===== config.mk =====
export PLATFORM = sky130hd
export DESIGN_NAME = pwm10_staged
export DESIGN_NICKNAME = d
export VERILOG_FILES = /design/src/rtl/pwm10_pkg.sv /design/src/rtl/pwm10_regif.sv /design/src/rtl/pwm10_gen.sv /design/src/rtl/pwm10_staged.sv
export SDC_FILE = /design/constraint.sdc
export NUM_CORES = 1
export LEC_CHECK = 0
export ABC_AREA = 1
export BUFFER_PORTS_ARGS = -buffer_cell sky130_fd_sc_hd__buf_2
export CAP_MARGIN = 40
export CORE_MARGIN = 4
export CORE_UTILIZATION = 35
export CTS_CLUSTER_DIAMETER = 100
export DETAILED_ROUTE_END_ITERATION = 8
export PLACE_DENSITY_LB_ADDON = 0.3
export SLEW_MARGIN = 25
export SYNTH_ARGS = -nofsm -noshare
export SYNTH_HDL_FRONTEND = slang
export SYNTH_SLANG_ARGS = --single-unit

===== constraint.sdc =====
create_clock -name clk -period 2.5 [get_ports clk]
set_input_delay 0.25 -clock clk [delete_from_list [all_inputs] [get_ports clk]]
set_output_delay 0.25 -clock clk [all_outputs]
set_load 0.02 [all_outputs]

===== src/rtl/pwm10_pkg.sv =====
package pwm10_pkg;
  localparam int DUTY_W = 10;
  localparam int BUS_W  = 8;
  localparam int ADDR_W = 2;

  typedef enum logic [ADDR_W-1:0] {
    ADR_LO  = 2'd0,
    ADR_HI  = 2'd1,
    ADR_CTL = 2'd2,
    ADR_RSV = 2'd3
  } reg_addr_e;
endpackage


===== src/rtl/pwm10_regif.sv =====
module pwm10_regif
  import pwm10_pkg::*;
#(
  parameter int DW = DUTY_W,
  parameter int BW = BUS_W
) (
  input  logic              clk,
  input  logic              rst_n,
  input  logic [ADDR_W-1:0] addr,
  input  logic              wr,
  input  logic              rd,
  input  logic [BW-1:0]     wdata,
  output logic [BW-1:0]     rdata,
  output logic              run,
  output logic              commit,
  output logic [DW-1:0]     commit_val
);
  localparam int HW = DW - BW;

  logic [BW-1:0] lo_q, lo_d;
  logic          run_q, run_d;

  // next-state logic
  always_comb begin
    lo_d       = lo_q;
    run_d      = run_q;
    commit     = 1'b0;
    commit_val = {wdata[HW-1:0], lo_q};
    if (wr) begin
      case (reg_addr_e'(addr))
        ADR_LO:  lo_d   = wdata;
        ADR_HI:  commit = 1'b1;
        ADR_CTL: run_d  = wdata[0];
        default: ;
      endcase
    end
  end

  // state registers
  always_ff @(posedge clk or negedge rst_n) begin
    if (!rst_n) begin
      lo_q  <= '0;
      run_q <= 1'b1;
    end else begin
      lo_q  <= lo_d;
      run_q <= run_d;
    end
  end

  // read mux: the data registers are write-only and read back as all ones
  always_comb begin
    rdata = '0;
    if (rd) begin
      if (reg_addr_e'(addr) == ADR_CTL) rdata = {{(BW-1){1'b1}}, run_q};
      else                              rdata = '1;
    end
  end

  assign run = run_q;
endmodule


===== src/rtl/pwm10_gen.sv =====
module pwm10_gen #(
  parameter int DW = 10
) (
  input  logic          clk,
  input  logic          rst_n,
  input  logic          run,
  input  logic          commit,
  input  logic [DW-1:0] commit_val,
  output logic          pwm_out,
  output logic [DW-1:0] cnt_o,
  output logic [DW-1:0] duty_o
);
  localparam logic [DW-1:0] CNT_MAX = '1;

  logic [DW-1:0] cnt_q, cnt_d;
  logic [DW-1:0] duty_q, duty_d;
  logic [DW-1:0] pend_q, pend_d;
  logic          pend_vld_q, pend_vld_d;
  logic          wrap;

  // a wrap happens only on a cycle where the counter is enabled
  assign wrap = run && (cnt_q == CNT_MAX);

  // next-state logic
  always_comb begin
    cnt_d      = cnt_q;
    duty_d     = duty_q;
    pend_d     = pend_q;
    pend_vld_d = pend_vld_q;
    if (run) cnt_d = cnt_q + 1'b1;
    if (commit) begin
      pend_d     = commit_val;
      pend_vld_d = 1'b1;
    end
    if (wrap) begin
      if (commit) begin
        duty_d     = commit_val;
        pend_vld_d = 1'b0;
      end else if (pend_vld_q) begin
        duty_d     = pend_q;
        pend_vld_d = 1'b0;
      end
    end
  end

  // state registers
  always_ff @(posedge clk or negedge rst_n) begin
    if (!rst_n) begin
      cnt_q      <= '0;
      duty_q     <= '0;
      pend_q     <= '0;
      pend_vld_q <= 1'b0;
    end else begin
      cnt_q      <= cnt_d;
      duty_q     <= duty_d;
      pend_q     <= pend_d;
      pend_vld_q <= pend_vld_d;
    end
  end

  assign pwm_out = run && (cnt_q < duty_q);
  assign cnt_o   = cnt_q;
  assign duty_o  = duty_q;
endmodule


===== src/rtl/pwm10_staged.sv =====
module pwm10_staged
  import pwm10_pkg::*;
(
  input  logic              clk,
  input  logic              rst_n,
  input  logic [ADDR_W-1:0] bus_addr,
  input  logic              bus_wr,
  input  logic              bus_rd,
  input  logic [BUS_W-1:0]  bus_wdata,
  output logic [BUS_W-1:0]  bus_rdata,
  output logic              pwm_out
);
  logic [1:0]        rst_sync_q;
  logic              rst_sync_n;
  logic              run_en;
  logic              commit;
  logic [DUTY_W-1:0] commit_val;
  logic [DUTY_W-1:0] cnt_q;
  logic [DUTY_W-1:0] duty_act;

  // asynchronous assert, synchronous release
  always_ff @(posedge clk or negedge rst_n) begin
    if (!rst_n) rst_sync_q <= 2'b00;
    else        rst_sync_q <= {rst_sync_q[0], 1'b1};
  end
  assign rst_sync_n = rst_sync_q[1];

  pwm10_regif #(.DW(DUTY_W), .BW(BUS_W)) regif_i (
    .clk        (clk),
    .rst_n      (rst_sync_n),
    .addr       (bus_addr),
    .wr         (bus_wr),
    .rd         (bus_rd),
    .wdata      (bus_wdata),
    .rdata      (bus_rdata),
    .run        (run_en),
    .commit     (commit),
    .commit_val (commit_val)
  );

  pwm10_gen #(.DW(DUTY_W)) gen_i (
    .clk        (clk),
    .rst_n      (rst_sync_n),
    .run        (run_en),
    .commit     (commit),
    .commit_val (commit_val),
    .pwm_out    (pwm_out),
    .cnt_o      (cnt_q),
    .duty_o     (duty_act)
  );
endmodule


-- After elaboration in Yosys (flattened, before gate mapping)
Cells that the tools add are included.
- add/subtract/negate cells: 1
- muxes and demuxes: 10
- reduce and logical (&&, ||, !) cells: 7
- order comparisons: 1
- equal/unequal tests: 3
- operators by type and width (operator ; count):
    $mux 10 ; 2
    $add 10x1->10 const B ; 1
    $eq 10x10->1 const B ; 1
    $lt 10x10->1 ; 1
    $mux 8 ; 1
    $mux 1 ; 7
    $reduce_and 2->1 ; 3
    $eq 2x1->1 const B ; 1
    $eq 2x2->1 const B ; 1
    $logic_and 1x1->1 ; 2
    $logic_not 2->1 ; 1
    $reduce_bool 2->1 ; 1
- bits in registers: 42
- bits of input ports: 14
- logic and storage cells: 29

-- Logic depth before layout (Yosys ltp)
- word-level depth: 7
- gate-level depth with buffers: 9

-- Cells and area by module
From an unflattened synthesis, not the netlist that was laid out.
- cell total of the unflattened synthesis: 248
- area, all modules: 2117.0 sq um
- modules (own cells, without submodules) (module ; area an instance (sq um) ; cells each ; times used ; sequential area each (sq um)):
    pwm10_gen ; 1594.0 ; 190 ; 1 ; 775.7
    pwm10_regif ; 469.2 ; 55 ; 1 ; 226.5
    pwm10_staged ; 53.8 ; 3 ; 1 ; 50.0

-- Least setup slack after synthesis
Ideal clock, no wire load.
- path kind: register to output
- start: register gen_i.cnt_q[7] (netlist: gen_i.cnt_o[7])
- end: output port pwm_out
- slack: 1.018 ns
- arrival time: 1.232 ns
- required time: 2.250 ns
- cell stages (with the launch flop): 7
- path through: dfrtp_1 > ha_1 > a21oi_1 > nor2_1 > nor2_1 > nand2_1 > nor2_1
- longest elaborated chain between the ends: 2
- ends and longest elaborated chain (what ; line ; text):
    start: declaration ; pwm10_gen.sv:15 ; logic [DW-1:0] cnt_q, cnt_d;
    start signal: assignment ; pwm10_gen.sv:54 ; cnt_q <= cnt_d;
    $lt 10x10->1 ; pwm10_gen.sv:61 ; assign pwm_out = run && (cnt_q < duty_q);
    $logic_and 1x1->1 ; pwm10_gen.sv:61 ;
    end: declaration ; pwm10_staged.sv:11 ; output logic pwm_out
No other way between the ends.

-- Final worst setup path
Same ends and word-level chain as after synthesis.

==> results.cfg <==
[global_routing]
grt_max_degree = 41
globalRouteTotalUtil = 0.1125
grt-ovfl-total = 0
grt_pass1_wl_um = 6699
grt_pass1_vias = 1523
grt_antenna_before_repair = 0

[pwr]
total_power_mw = 1.721
combPwrFrac = 0.179
internal_power_mw = 1.209
power_frac_seq = 0.511
vdd_drop_max_uv = 241.0
p_per_area_nw_per_um2 = 710.3
power_switching_mw = 0.5122
p_leak_nw = 1.329
p_clk_frac = 0.310
sw_frac_of_total = 0.2975

[yosys]
yosys_warnings = 0
async_flop_share = 1.000
ys_top_cells_by_area = dfrtp_1, nand2_1, ha_1, inv_1, o21bai_2
synth_cells = 250
synth_top_cell_by_area = dfrtp_1
netlist.area_leader.share = 0.4696
synth_area_um2 = 2185
synthTopCellsByCount = nand2_1, dfrtp_1, inv_1, nand3_1
yosys.cell_types.count = 28
syn_nets = 274
ys_seq_area_frac = 0.4817
ys.flop_type = dfrtp_1
synth_edf_count = 0
yosysMostFrequentCell = nand2_1
avgSynthCellArea_um2 = 8.738
ys_ff_latch = 42

[setup_path]
r2r_cells = 5
setup.worst_path.end_class = output pin
startpoint_type = flop
cp_slowest_stage_delay_ps = 410
timing.rr.start = regif_i.run
cp_data_required_time_ps = 2250
critPathKind = reg -> out
cp_common_cell = nor2_1
r2r_end = gen_i.duty_o[0]
arrival_ps = 1620
crit_slowest_cell = dfrtp_1
crit_path_max_fanout = 4
r2r_slack_ps = 920
worstSetupStartpoint = gen_i.cnt_o[7]
crit_chain = ha_1, a21oi_1, nor2_1, nor2_1, nand2_1, nor2_1, buf_2
crit_end = pwm_out

[drt]
drc_errors = 0
num_vias = 1532
ant_nets = 0
drt-total-wl_um = 3778
wl_per_cell_um = 10.95
dr.pass1.iters = 4
vias_per_cell = 4.441
drtIter0Drc = 86

[sta]
period_share = 0.7491
fmax_ghz = 0.5340
hold_violations = 0
fin_skew_ps = 6.063
slew_headroom = 0.6067
drv_slew = 0
setup_viol = 0
worst_pin_slew_ps = 587.8
rsz0062_at_grt = false
fin_tns_setup_ps = 0
post-route-min-period_ps = 1873

[final_layout]
n_antenna_cell = 0
stdcell_count = 345
syn2layout_area_growth_pct = 10.94
fin_nets = 293
final_layout_size_suffix_gt1_frac = 0.2000

[placement]
dp_hpwl_um = 2810
dp_cells = 336
io_buffers = 22
place.gp.congestion = 0.7755

[die]
start_util = 0.3647
die_w_um = 87.01
dieArea_um2 = 7570
num_rows = 28
ios = 23
die_h_um = 87.01
core_um2 = 5991

[clocking]
clkTransAtPathRegs_ps = 80
cts.repair.resized = 0
cts_buffer_depth = 2
cts_sinks = 42
worstSkewPairLatency_ps = 290
cts-root-buf = clkbuf_8
cts_hold_buffers = 1
cts_tree = yes
cts_htree_levels = 2
numCtsBuffers = 5
cts_setup_buffers = 0

[min_path]
whs_path_depth = 3
hp-class = in -> reg

[job]
cap_violations = 0

[run_status]
status = finished clean
==> worst min path at each step <==
stage                       to          from
2_1_floorplan    rst_sync_q[0]         rst_n
3_3_place_gp     rst_sync_q[1]         rst_n
3_5_place_dp     rst_sync_q[0]         rst_n
4_1_cts        regif_i.lo_q[5]  bus_wdata[5]
5_1_grt        regif_i.lo_q[5]  bus_wdata[5]
6_report       regif_i.lo_q[5]  bus_wdata[5]
==> placed cells by master (no fill, tap or decap), drive strengths merged, types with 2 or more instances in the layout <==
cell type and count:
ha 10, buf 24, nand4 2, nand2 82, o21ai 10, a21oi 3
nand3 17, xor2 6, inv 35, o21bai 10, nor2 16, dfrtp 41
clkbuf 6
==> power by group through the flow <==
stage                     logic (mW)  registers, mW  clock network, mW
after floorplan                0.252          0.872                  0
after global routing           0.366          0.897              0.573
after global placement         0.304          0.894                  0
after CTS                      0.316          0.881              0.550
after detailed placement       0.312          0.896                  0
final                          0.309          0.879              0.534
==> routing by layer <==
metal,track usage,up-vias,part of all wire
met3,0.03311,8,0.039
li1,-,802,-
met5,0,-,0
met4,0.03966,0,0.017
met2,0.1932,23,0.47
met1,0.1330,699,0.47
==> per-stage QoR <==
stage | util | hold slack (ps) | setup slack, ps | area, um^2
finish | 0.4046 | 190.1 | 627.3 | 2424
global placement | 0.3833 | 34.81 | 424.6 | 2296
detailed placement | 0.3845 | 37.78 | 786.3 | 2303
floorplan | - | -45.59 | 1018 | 2185
global route | 0.4046 | 193.4 | 500.8 | 2424
CTS | 0.4046 | 186.1 | 595.7 | 2424
==> final cells by class <==
| type | count | area (um^2) |
|---|---|---|
| Tap cell | 75 | 93.84 |
| Fill cell | 605 | 3567 |
| Sequential cell | 42 | 1052 |
| Clock buffer | 6 | 72.57 |
| Inverter | 35 | 133.9 |
| Timing Repair Buffer | 25 | 135.1 |
| Multi-Input combinational cell | 160 | 898.4 |
| Clock inverter | 2 | 37.54 |
==> registers in the layout, indices dropped and copies added (netlist names) <==
register and flops:
gen_i.pend_vld_q 1, gen_i.pend_q 10, gen_i.duty_o 10, regif_i.run 1, gen_i.cnt_o 10, regif_i.lo_q 8, rst_sync_q 2
==> worst max-delay path, delay by kind of cell, from the launching register on <==
| kind | cells | cell delay, ps |
|---|---|---|
| AND/OR/NAND/NOR | 4 | 280 |
| adder cells (fa/ha/maj) | 1 | 310 |
| flip-flops | 1 | 410 |
| buffers and inverters | 1 | 180 |
| AO/OA/AOI/OAI | 1 | 150 |
==> kinds of logic (layout without fill, tap and decap cells) <==
| family | after synthesis | after routing | share of synthesized area |
|---|---|---|---|
| buffers and inverters | 48 | 68 | 0.1071 |
| and+or+nand+nor | 118 | 118 | 0.2411 |
| DFF | 42 | 42 | 0.4817 |
| xor gates and xnor gates | 7 | 7 | 0.02806 |
| AOI/OAI and AO/OA | 24 | 24 | 0.08305 |
| other | 1 | 1 | 0.001717 |
| adders and majority gates | 10 | 10 | 0.05727 |
Note: power is estimated with default switching activity, not from simulation.
